$ cat config.mk
export PLATFORM = sky130hd
export DESIGN_NAME = serial_rx_unit
export DESIGN_NICKNAME = d
export VERILOG_FILES = /design/src/rtl/serial_rx_pkg.sv /design/src/rtl/srx_master_clk.sv /design/src/rtl/srx_slave_sync.sv /design/src/rtl/srx_frame_fsm.sv /design/src/rtl/serial_rx_unit.sv
export SDC_FILE = /design/constraint.sdc
export NUM_CORES = 1
export LEC_CHECK = 0
export BUFFER_PORTS_ARGS = -buffer_cell sky130_fd_sc_hd__buf_2
export CORE_MARGIN = 2
export CORE_UTILIZATION = 29
export CTS_CLUSTER_DIAMETER = 50
export DETAILED_ROUTE_END_ITERATION = 10
export GPL_ROUTABILITY_DRIVEN = 0
export PLACE_DENSITY_LB_ADDON = 0.05
export RECOVER_POWER = 25
export SKIP_LAST_GASP = 1
export SYNTH_ARGS = -nofsm -noshare
export SYNTH_HDL_FRONTEND = slang
export SYNTH_SLANG_ARGS = --single-unit
$ cat constraint.sdc
create_clock -name clk -period 2.1 [get_ports clk]
set_clock_uncertainty 0.15 [all_clocks]
set_input_delay 0.315 -clock clk [delete_from_list [all_inputs] [get_ports clk]]
set_output_delay 0.315 -clock clk [all_outputs]
set_load 0.05 [all_outputs]
$ cat src/rtl/serial_rx_pkg.sv
package serial_rx_pkg;

    typedef enum logic [1:0] {
        ST_OFF     = 2'd0,
        ST_SHIFT   = 2'd1,
        ST_STOPPED = 2'd2
    } rx_state_t;

endpackage

$ cat src/rtl/srx_master_clk.sv
module srx_master_clk #(
    parameter int DIV_W = 8
) (
    input  logic             clk,
    input  logic             rst_n,
    input  logic             run,
    input  logic [DIV_W-1:0] half_div,
    output logic             sclk_o,
    output logic             rise_tick
);

    logic [DIV_W-1:0] cnt_q;
    logic             sclk_q;
    logic [DIV_W-1:0] limit;
    logic             at_limit;

    // A zero setting behaves as the fastest legal divisor.
    assign limit    = (half_div == '0) ? DIV_W'(0) : half_div - DIV_W'(1);
    assign at_limit = (cnt_q == limit);

    always_ff @(posedge clk or negedge rst_n) begin
        if (!rst_n) begin
            cnt_q  <= '0;
            sclk_q <= 1'b1;
        end else if (!run) begin
            cnt_q  <= '0;
            sclk_q <= 1'b1;
        end else if (at_limit) begin
            cnt_q  <= '0;
            sclk_q <= ~sclk_q;
        end else begin
            cnt_q <= cnt_q + DIV_W'(1);
        end
    end

    assign sclk_o    = sclk_q;
    assign rise_tick = run && at_limit && !sclk_q;

    // clock parks high one cycle after it is stopped
    a_r4_idle_high: assert property (@(posedge clk) disable iff (!rst_n)
        !run |=> sclk_q);

endmodule

$ cat src/rtl/srx_slave_sync.sv
module srx_slave_sync #(
    parameter int STAGES = 2
) (
    input  logic clk,
    input  logic rst_n,
    input  logic sclk_in,
    input  logic sdata_in,
    output logic rise_tick,
    output logic data_o
);

    logic [STAGES-1:0] ck_sr;
    logic [STAGES-1:0] dt_sr;
    logic              ck_prev;

    always_ff @(posedge clk or negedge rst_n) begin
        if (!rst_n) begin
            ck_sr   <= '1;
            dt_sr   <= '0;
            ck_prev <= 1'b1;
        end else begin
            ck_sr   <= {ck_sr[STAGES-2:0], sclk_in};
            dt_sr   <= {dt_sr[STAGES-2:0], sdata_in};
            ck_prev <= ck_sr[STAGES-1];
        end
    end

    assign rise_tick = ck_sr[STAGES-1] && !ck_prev;
    assign data_o    = dt_sr[STAGES-1];

endmodule

$ cat src/rtl/srx_frame_fsm.sv
module srx_frame_fsm
    import serial_rx_pkg::*;
#(
    parameter int FRAME_W = 8
) (
    input  logic               clk,
    input  logic               rst_n,
    input  logic               rx_en,
    input  logic               tick,
    input  logic               bit_in,
    input  logic               rd_strobe,
    input  logic               ovr_clr,
    output logic [FRAME_W-1:0] data_o,
    output logic               full_o,
    output logic               ovr_o,
    output logic               shifting_o
);

    localparam int CNT_W = $clog2(FRAME_W);
    localparam logic [CNT_W-1:0] LAST_BIT = CNT_W'(FRAME_W - 1);

    rx_state_t          state_q, state_d;
    logic [CNT_W-1:0]   cnt_q;
    logic [FRAME_W-1:0] shreg_q;
    logic [FRAME_W-1:0] data_q;
    logic               full_q;
    logic               ovr_q;
    logic               frame_done;
    logic               store_c;
    logic               overrun_c;

    assign frame_done = (state_q == ST_SHIFT) && rx_en && tick && (cnt_q == LAST_BIT);
    assign store_c    = frame_done && !full_q;
    assign overrun_c  = frame_done && full_q;

    // Next-state logic
    always_comb begin
        state_d = state_q;
        unique case (state_q)
            ST_OFF: begin
                if (rx_en) state_d = ST_SHIFT;
            end
            ST_SHIFT: begin
                if (!rx_en)         state_d = ST_OFF;
                else if (overrun_c) state_d = ST_STOPPED;
            end
            ST_STOPPED: begin
                if (ovr_clr) state_d = rx_en ? ST_SHIFT : ST_OFF;
            end
            default: state_d = ST_OFF;
        endcase
    end

    // State register
    always_ff @(posedge clk or negedge rst_n) begin
        if (!rst_n) state_q <= ST_OFF;
        else        state_q <= state_d;
    end

    // Datapath and flags
    always_ff @(posedge clk or negedge rst_n) begin
        if (!rst_n) begin
            cnt_q   <= '0;
            shreg_q <= '0;
            data_q  <= '0;
            full_q  <= 1'b0;
            ovr_q   <= 1'b0;
        end else begin
            if (state_d != ST_SHIFT || state_q != ST_SHIFT) begin
                cnt_q <= '0;
            end else if (tick) begin
                shreg_q <= {bit_in, shreg_q[FRAME_W-1:1]};
                cnt_q   <= (cnt_q == LAST_BIT) ? '0 : cnt_q + CNT_W'(1);
            end

            if (store_c) begin
                data_q <= {bit_in, shreg_q[FRAME_W-1:1]};
                full_q <= 1'b1;
            end else if (rd_strobe) begin
                full_q <= 1'b0;
            end

            if (overrun_c)    ovr_q <= 1'b1;
            else if (ovr_clr) ovr_q <= 1'b0;
        end
    end

    assign data_o     = data_q;
    assign full_o     = full_q;
    assign ovr_o      = ovr_q;
    assign shifting_o = (state_q == ST_SHIFT);

    // overrun only arises on top of an unread frame
    a_r7_ovr_needs_full: assert property (@(posedge clk) disable iff (!rst_n)
        $rose(ovr_q) |-> $past(full_q));

    // held frame is frozen during the lockout
    a_r8_hold_data: assert property (@(posedge clk) disable iff (!rst_n)
        (ovr_q && $past(ovr_q)) |-> $stable(data_q));

    // lockout state and error flag agree
    a_r8_state_flag: assert property (@(posedge clk) disable iff (!rst_n)
        (state_q == ST_STOPPED) == ovr_q);

    // a read without a simultaneous store empties the register
    a_r5_read_clears: assert property (@(posedge clk) disable iff (!rst_n)
        (rd_strobe && !store_c) |=> !full_q);

    // the frame register only changes when it was empty
    a_r2_store_when_empty: assert property (@(posedge clk) disable iff (!rst_n)
        !$stable(data_q) |-> !$past(full_q));

endmodule

$ cat src/rtl/serial_rx_unit.sv
module serial_rx_unit #(
    parameter int FRAME_W     = 8,
    parameter int DIV_W       = 8,
    parameter int SYNC_STAGES = 2
) (
    input  logic               clk,
    input  logic               rst_n,
    input  logic               cfg_master,
    input  logic [DIV_W-1:0]   cfg_half_div,
    input  logic               rx_en,
    input  logic               irq_en,
    input  logic               sclk_in,
    input  logic               sdata_in,
    input  logic               rd_strobe,
    input  logic               ovr_clr,
    output logic               sclk_out,
    output logic [FRAME_W-1:0] rd_data,
    output logic               rx_full,
    output logic               ovr_flag,
    output logic               rx_irq,
    output logic               err_irq
);

    logic m_tick, m_sclk;
    logic s_tick, s_data;
    logic shifting;
    logic run_master;
    logic tick;
    logic bit_in;

    assign run_master = cfg_master && shifting;

    srx_master_clk #(.DIV_W(DIV_W)) u_mclk (
        .clk       (clk),
        .rst_n     (rst_n),
        .run       (run_master),
        .half_div  (cfg_half_div),
        .sclk_o    (m_sclk),
        .rise_tick (m_tick)
    );

    srx_slave_sync #(.STAGES(SYNC_STAGES)) u_ssync (
        .clk       (clk),
        .rst_n     (rst_n),
        .sclk_in   (sclk_in),
        .sdata_in  (sdata_in),
        .rise_tick (s_tick),
        .data_o    (s_data)
    );

    assign tick   = cfg_master ? m_tick   : s_tick;
    assign bit_in = cfg_master ? sdata_in : s_data;

    srx_frame_fsm #(.FRAME_W(FRAME_W)) u_fsm (
        .clk        (clk),
        .rst_n      (rst_n),
        .rx_en      (rx_en),
        .tick       (tick),
        .bit_in     (bit_in),
        .rd_strobe  (rd_strobe),
        .ovr_clr    (ovr_clr),
        .data_o     (rd_data),
        .full_o     (rx_full),
        .ovr_o      (ovr_flag),
        .shifting_o (shifting)
    );

    assign sclk_out = cfg_master ? m_sclk : 1'b1;
    assign rx_irq   = rx_full && irq_en;
    assign err_irq  = ovr_flag;

    // receive interrupt never fires without its enable and a frame
    a_r6_irq_gate: assert property (@(posedge clk) disable iff (!rst_n)
        rx_irq |-> (irq_en && rx_full));

endmodule

==> metrics.cfg, run 1 <==
[status]
outcome = finished with violations
violations = DRC, setup timing

[critical_path]
arrival_ns = 2.66
cpPeakStageDelay_ns = 0.53
crit_chain = buf_8 -> or4_4 -> or4_4 -> a21o_1 -> o211ai_1 -> nor4_4 -> buf_6 -> o2111ai_4 -> buf_12 -> mux2_2
start_kind = input pin
crit_type = input pin to flip-flop
crit_required_ns = 2.11
cp_slowest_cell = or4_4
cp_max_fo = 9
crit_top_cell = or4_4
cp-end-kind = flip-flop

[sta]
hold_slack_ns = 0.0581
hold_violations = 0
fmax_ghz = 0.378
fin_crit_sh = 1.26
max_slew_margin = 0.0948
setup_violations = 31
rsz0062_at_grt = true
slew_violations = 0
worst_slack_ns = -0.545
worst_pin_slew_ns = 1.36
fin_crit_ns = 2.65

[final_layout]
fin_area_um2 = 2790
regArea_um2 = 906
fin_cells = 332
final_cell_mix = 39 x buf_4, 32 x dfrtp_1, 24 x buf_2, 11 x nor2_1, 11 x mux2_2
antenna_cells = 0
final_common_cell = buf_4
final.fill_count = 616
nets = 275
drive_gt1_frac = 0.486
area_growth_pct = 44.2
multi_input_area_um2 = 1120

[logic_synthesis]
yosys_warnings = 0
synth.yosys.seq_area_share = 0.467
synth_cells = 179
synth.area.top_cells = dfrtp_1 41%, mux2_2 9.3%, dfstp_2 5.4%
ys_ff_latch = 36
synth_cell_types = 44
synth_nets = 200
syn-cell-area_um2 = 1940
postSynthAreaPerCell_um2 = 10.8
synth_top_cell_by_area = dfrtp_1
netlist.area_leader.share = 0.413

[placement]
post-place-cells = 314
numPortBuffers = 29
hpwl_um = 3680
place_area_um2 = 2470

[detailed_routing]
vias_per_cell = 4.89
routed_wl_um = 4890
first_pass_iters = 8
routedWlPerCell_um = 14.7
drc = 1
via_count = 1624
first_iter_violations = 56
postRouteAntennaNets = 0

[clock_tree]
ctsRootBufferMaster = clkbuf_8
cts_tree = yes
clock_sinks = 36
cts.reportedPaths.clkPinSlew_ns = 0.07
cts_buffers = 5
clock_path_buffers = 2
htree_num_levels = 2
clock_latency_ns = 0.28

[grt]
grt_start_max_net_pins = 25
grt.met3_usage = 0.0395
grt_pass1_wl_um = 8330
grt_antenna_before_repair = 0
grt.total_usage = 0.143
gr-usage-met1 = 0.160
grt_pass1_vias = 1798
use_met2 = 0.269
grt_overflow = 0
busiest_layer = met2

[die]
core_um2 = 6420
dieArea_um2 = 7350
num_rows = 29
start_util = 0.302
ios = 30
die_w_um = 85.8
die_h_um = 85.8

[min_path]
hp-class = input pin to flip-flop

[flow_run]
cap_violations = 0

[pwr]
ir_drop_mv = 0.349
p_leak_nw = 1.32
powerDensity_nw_per_um2 = 512

[kinds of logic after synthesis]
family                   Yosys count  share of synthesized area
XOR/XNOR                          14                     0.0633
flip-flops                        36                      0.467
AND/OR/NAND/NOR                   61                      0.182
adder cells (fa/ha/maj)            4                     0.0258
AO/OA/AOI/OAI                     28                      0.117
multiplexers                      19                      0.108
buffers and inverters             17                     0.0362
[through the flow]
step	setup TNS [ns]	power, mW	setup WS, ns	utilization
5_1_grt	-13.56	1.51	-0.603	0.435
4_1_cts	-10.47	1.44	-0.480	0.421
3_5_place_dp	-21.30	0.934	-0.853	0.384
3_3_place_gp	-19.96	0.930	-0.794	0.384
6_report	-10.94	1.43	-0.545	0.435
2_1_floorplan	-16.27	0.844	-0.621	-
[routing by layer]
layer / wire, um / vias up / share of wire
met5: 0 / - / 0
met1: 2000 / 806 / 0.41
li1: - / 792 / -
met4: 23 / 0 / 0.0047
met2: 2680 / 24 / 0.55
met3: 178 / 2 / 0.036
[worst max-delay path, delay by kind of cell]
family / cells / cell delay (ns)
AOI/OAI and AO/OA: 3 / 0.55
buffers and inverters: 3 / 0.40
and+or+nand+nor: 3 / 1.05
muxes: 1 / 0.33
[state kept, by name, indices dropped and copies added (netlist names)]
register,cells
u_mclk.cnt_q,8
u_mclk.sclk_o,1
u_fsm.state_q,2
u_fsm.cnt_q,3
u_fsm.data_o,8
u_fsm.shreg_q,7
u_ssync.ck_prev,1
u_ssync.dt_sr,2
u_fsm.ovr_o,1
u_ssync.ck_sr,2
u_fsm.full_o,1
[path summary, 6_finish.rpt]
path | from | end | slack, ns | cells after the start
setup reg to reg | u_mclk.cnt_q[0]$_DFF_PN0_ | u_fsm.data_o[0]$_DFFE_PN0P_ | -0.34 | 9
hold reg to reg | u_ssync.dt_sr[0]$_DFF_PN0_ | u_ssync.dt_sr[1]$_DFF_PN0_ | 0.21 | 0
max in group asynchronous | rst_n | u_fsm.data_o[5]$_DFFE_PN0P_ | 0.27 | 3
hold / removal | rd_strobe | u_fsm.full_o$_DFFE_PN0P_ | 0.06 | 2
min in group asynchronous | rst_n | u_mclk.cnt_q[3]$_DFF_PN0_ | 0.72 | 2
setup / recovery | cfg_half_div[3] | u_fsm.data_o[0]$_DFFE_PN0P_ | -0.55 | 10
[where the power goes]
group,internal [mW],total (mW),switching (mW)
clock,0.231,0.476,0.245
combinational,0.113,0.220,0.107
sequential,0.720,0.734,0.0147
[what timing repair did]
item	CTS	global route
endpoints found under the hold margin	20	0
hold buffers	3	0
buffers inserted	4	3
pin swaps	3	7
setup endpoints to repair	31	31
cloned	0	0
gates resized for setup	17	9
[area by class of cell]
cell class / instances / share of cell area
Inverter: 10 / 0.0134
Clock inverter: 3 / 0.00672
Timing Repair Buffer: 75 / 0.197
Sequential cell: 36 / 0.324
Tap cell: 77 / 0.0345
Multi-Input combinational cell: 126 / 0.399
Clock buffer: 5 / 0.0246
[cell usage after synthesis, drive strengths merged]
| master | count |
|---|---|
| dfrtp | 32 |
| mux2 | 16 |
| nor2 | 12 |
| inv | 10 |
| nand2 | 10 |
| nand3 | 9 |
| xor2 | 8 |
| xnor2 | 6 |
| a21oi | 5 |
| nor4 | 5 |
| o21ai | 5 |
| buf | 4 |
| dfstp | 4 |
| ha | 4 |
| and3 | 3 |
| clkbuf | 3 |
| mux2i | 3 |
| nor3 | 3 |
| nor3b | 3 |
| o211ai | 3 |
| o21a | 3 |
| o32ai | 3 |
| or2 | 3 |
| or3 | 3 |
| or4 | 3 |
| a211o | 2 |
| and2 | 2 |
| nor4b | 2 |
| a21o | 1 |
| a221oi | 1 |
| a31oi | 1 |
| a41oi | 1 |
| nand2b | 1 |
| nand3b | 1 |
| nor2b | 1 |
| o2111ai | 1 |
| o221ai | 1 |
| o311a | 1 |
Note: power is estimated with default switching activity, not from simulation.
==> run 2: changes to the inputs <==
--- a/config.mk
+++ b/config.mk
@@ -13,6 +13,7 @@
 export GPL_ROUTABILITY_DRIVEN = 0
 export PLACE_DENSITY_LB_ADDON = 0.05
 export RECOVER_POWER = 25
+export REMOVE_ABC_BUFFERS = 1
 export SKIP_LAST_GASP = 1
 export SYNTH_ARGS = -nofsm -noshare
 export SYNTH_HDL_FRONTEND = slang
==> constraint.sdc (replaced) <==
create_clock -name clk -period 2.1 [get_ports clk]
set_clock_uncertainty 0.15 [all_clocks]
set_input_delay 0.315 -clock clk [delete_from_list [all_inputs] [get_ports clk]]
set_output_delay 0.315 -clock clk [all_outputs]
set_load 0.02 [all_outputs]
==> run 2 against run 1 <==
  * The flow finishes with violations (setup timing)
  * Highest routed layer unchanged
  * Sequential power about the same
  * Sequential cell count is the same
  * Combinational power down 2%
  * Worst hold slack gained 0.00070 ns
  * Cell count is 0.60% higher
  * Worst setup slack better by 0.065 ns
  * Critical path type unchanged
  * Critical path depth down 1
  * Non-clock buffer count is 1 higher
  * Routed wire length is 1.1% lower
  * Maximum frequency is 2.5% higher
==> metrics.cfg, run 2 (same netlist as run 1, synthesis figures left out) <==
[pwr]
powerDensity_nw_per_um2 = 542  ; was 512 nW/um^2
internal-power_mw = 1.18  ; was 1.06 mW
netSwitchingFraction = 0.233  ; was 0.256
ir_drop_mv = 0.304  ; was 0.349 mV
p_clk_frac = 0.382  ; was 0.333
p_leak_nw = 1.33  ; was 1.32 nW
power_switching_mw = 0.358  ; was 0.367 mW
seq_power_share = 0.479  ; was 0.513
power_frac_comb = 0.140  ; was 0.154

[detailed_routing]
postRouteAntennaNets = 0  ; unchanged
drc = 0  ; was 1
routed_wl_um = 4830  ; was 4890 um
vias_per_cell = 4.97  ; was 4.89
via_count = 1659  ; was 1624
first_iter_violations = 31  ; was 56
first_pass_iters = 6  ; was 8
routedWlPerCell_um = 14.5  ; was 14.7 um

[critical_path]
reg2reg_from = u_mclk.cnt_q[0]$_DFF_PN0_  ; unchanged
reg2reg_to = u_fsm.data_o[3]$_DFFE_PN0P_  ; was u_fsm.data_o[0]$_DFFE_PN0P_
arrival_ns = 2.60  ; was 2.66 ns
cp-end-kind = flip-flop  ; unchanged
worstRegToRegCells = 8  ; was 9
rrSetupSlack_ns = -0.34  ; about the same
cp_max_fo = 5  ; was 9
start_kind = input pin  ; unchanged
crit_type = input pin to flip-flop  ; unchanged
crit_required_ns = 2.12  ; was 2.11 ns

[placement]
numPortBuffers = 29  ; unchanged
hpwl_um = 3460  ; was 3680 um
post-place-ws_ns = -0.912  ; was -0.853 ns
post-place-cells = 309  ; was 314
place_area_um2 = 2380  ; was 2470 um^2

[sta]
fmax_ghz = 0.387  ; was 0.378 GHz
max_slew_margin = 0.402  ; was 0.0948
worst_pin_slew_ns = 0.897  ; was 1.36 ns
setup_violations = 31  ; unchanged
worst_slack_ns = -0.481  ; was -0.545 ns
rsz0062_at_grt = true  ; unchanged
fin_crit_sh = 1.23  ; was 1.26
hold_violations = 0  ; unchanged
fin_crit_ns = 2.58  ; was 2.65 ns
slew_violations = 0  ; unchanged

[final_layout]
final_common_cell = buf_4  ; unchanged
antenna_cells = 0  ; unchanged
final.fill_count = 635  ; was 616
area_growth_pct = 46.4  ; was 44.2%
fin_cells = 334  ; was 332
drive_gt1_frac = 0.506  ; was 0.486
fin_area_um2 = 2840  ; was 2790 um^2
nets = 277  ; was 275
final_cell_mix = 37 x buf_4, 32 x dfrtp_1, 25 x buf_2, 10 x nor2_1  ; was 39 x buf_4, 32 x dfrtp_1, 24 x buf_2, 11 x nor2_1, 11 x mux2_2

[clock_tree]
cts.reportedPaths.clkPinSlew_ns = 0.07  ; about the same
clock_latency_ns = 0.28  ; about the same
cts_tree = yes  ; unchanged
htree_num_levels = 2  ; unchanged
clock_path_buffers = 2  ; unchanged
clock_sinks = 36  ; unchanged
cts_buffers = 5  ; unchanged
ctsRootBufferMaster = clkbuf_8  ; unchanged

[status]
outcome = finished with violations  ; unchanged
violations = setup timing  ; was DRC, setup timing

[die]
ios = 30  ; unchanged
core_um2 = 6420  ; unchanged
start_util = 0.302  ; unchanged
die_w_um = 85.8  ; unchanged
die_h_um = 85.8  ; unchanged
dieArea_um2 = 7350  ; unchanged
num_rows = 29  ; unchanged

[grt]
grt_pass1_vias = 1692  ; was 1798
grt_antenna_before_repair = 0  ; unchanged
grt_pass1_wl_um = 7890  ; was 8330 um
grt.total_usage = 0.134  ; was 0.143
grt_start_max_net_pins = 37  ; was 25
grt_overflow = 0  ; unchanged

[min_path]
holdPathEnd = u_fsm.full_o$_DFFE_PN0P_  ; unchanged
hp-class = input pin to flip-flop  ; unchanged
worstHoldStart = rd_strobe  ; unchanged
hold_depth = 2  ; unchanged

[flow_run]
cap_violations = 0  ; unchanged

-- run 2: cell count changes in the layout (fill, tap and decap cells not counted), moves of 2 or more --
cell | before | now
o21ai_2 | 0 | 2
buf_4 | 39 | 37
mux2_4 | 5 | 7
mux2_2 | 11 | 9
buf_6 | 4 | 7
buf_12 | 2 | 0
-- run 2: through the flow --
stage	utilization	TNS (ns)	hold slack, ns	power (mW)
6_report	0.442	-11.89	0.0588	1.54
3_5_place_dp	0.371	-24.21	0.185	0.925
3_3_place_gp	0.371	-22.30	0.183	0.920
5_1_grt	0.442	-15.09	0.0447	1.62
4_1_cts	0.420	-10.86	0.00331	1.55
2_1_floorplan	-	-14.14	-0.131	0.827
-- run 2: routing by layer --
metal / share of wire / wire (um) / GRT usage / vias up
met5: 0 / 0 / 0 / -
li1: - / - / - / 802
met3: 0.031 / 148 / 0.0308 / 6
met4: 0.015 / 74 / 0.0534 / 0
met1: 0.44 / 2150 / 0.174 / 826
met2: 0.51 / 2460 / 0.217 / 25
-- run 2: how the worst max path moves through the flow --
| stage | cells past startpoint | slack [ns] | startpoint | end |
|---|---|---|---|---|
| after global placement | 8 | -0.82 | cfg_half_div[3] | u_fsm.data_o[4]$_DFFE_PN0P_ |
| after CTS | 10 | -0.47 | cfg_half_div[3] | u_fsm.shreg_q[1]$_DFFE_PN0P_ |
| after detailed placement | 11 | -0.91 | cfg_half_div[0] | u_fsm.data_o[3]$_DFFE_PN0P_ |
| final | 9 | -0.48 | cfg_half_div[2] | u_fsm.data_o[3]$_DFFE_PN0P_ |
| after floorplan | 9 | -0.57 | cfg_half_div[0] | u_fsm.shreg_q[1]$_DFFE_PN0P_ |
| after global routing | 9 | -0.56 | cfg_half_div[2] | u_fsm.data_o[7]$_DFFE_PN0P_ |
-- run 2: worst max-delay path: stages --
cell	delay, ns
buf_8	0.10
or4_4	0.58
nor4_4	0.32
o21a_1	0.18
o21ai_2	0.07
nor4_4	0.28
buf_6	0.17
o2111ai_4	0.21
mux2_4	0.36
-- run 2: cell type report --
class	count	area [um^2]	area share
Clock inverter	2	35.0	0.0123
Timing Repair Buffer	76	551	0.194
Clock buffer	6	72.6	0.0256
Sequential cell	36	906	0.319
Inverter	10	37.5	0.0132
Tap cell	77	96.3	0.0340
Multi-Input combinational cell	127	1140	0.402
-- run 2: what timing repair did --
| item | CTS | global route |
|---|---|---|
| pin swaps | 2 | 9 |
| setup buffers | 10 | 5 |
| hold endpoints to repair | 33 | 1 |
| endpoints found under the setup margin | 31 | 31 |
| gates cloned | 1 | 0 |
| hold buffers | 2 | 1 |
| resized for setup | 27 | 22 |
-- run 2: power by group through the flow --
| stage | clock network [mW] | registers (mW) | logic, mW |
|---|---|---|---|
| 5_1_grt | 0.643 | 0.739 | 0.237 |
| 3_5_place_dp | 0 | 0.750 | 0.175 |
| 3_3_place_gp | 0 | 0.749 | 0.172 |
| 6_report | 0.588 | 0.737 | 0.215 |
| 2_1_floorplan | 0 | 0.745 | 0.0819 |
| 4_1_cts | 0.610 | 0.736 | 0.201 |
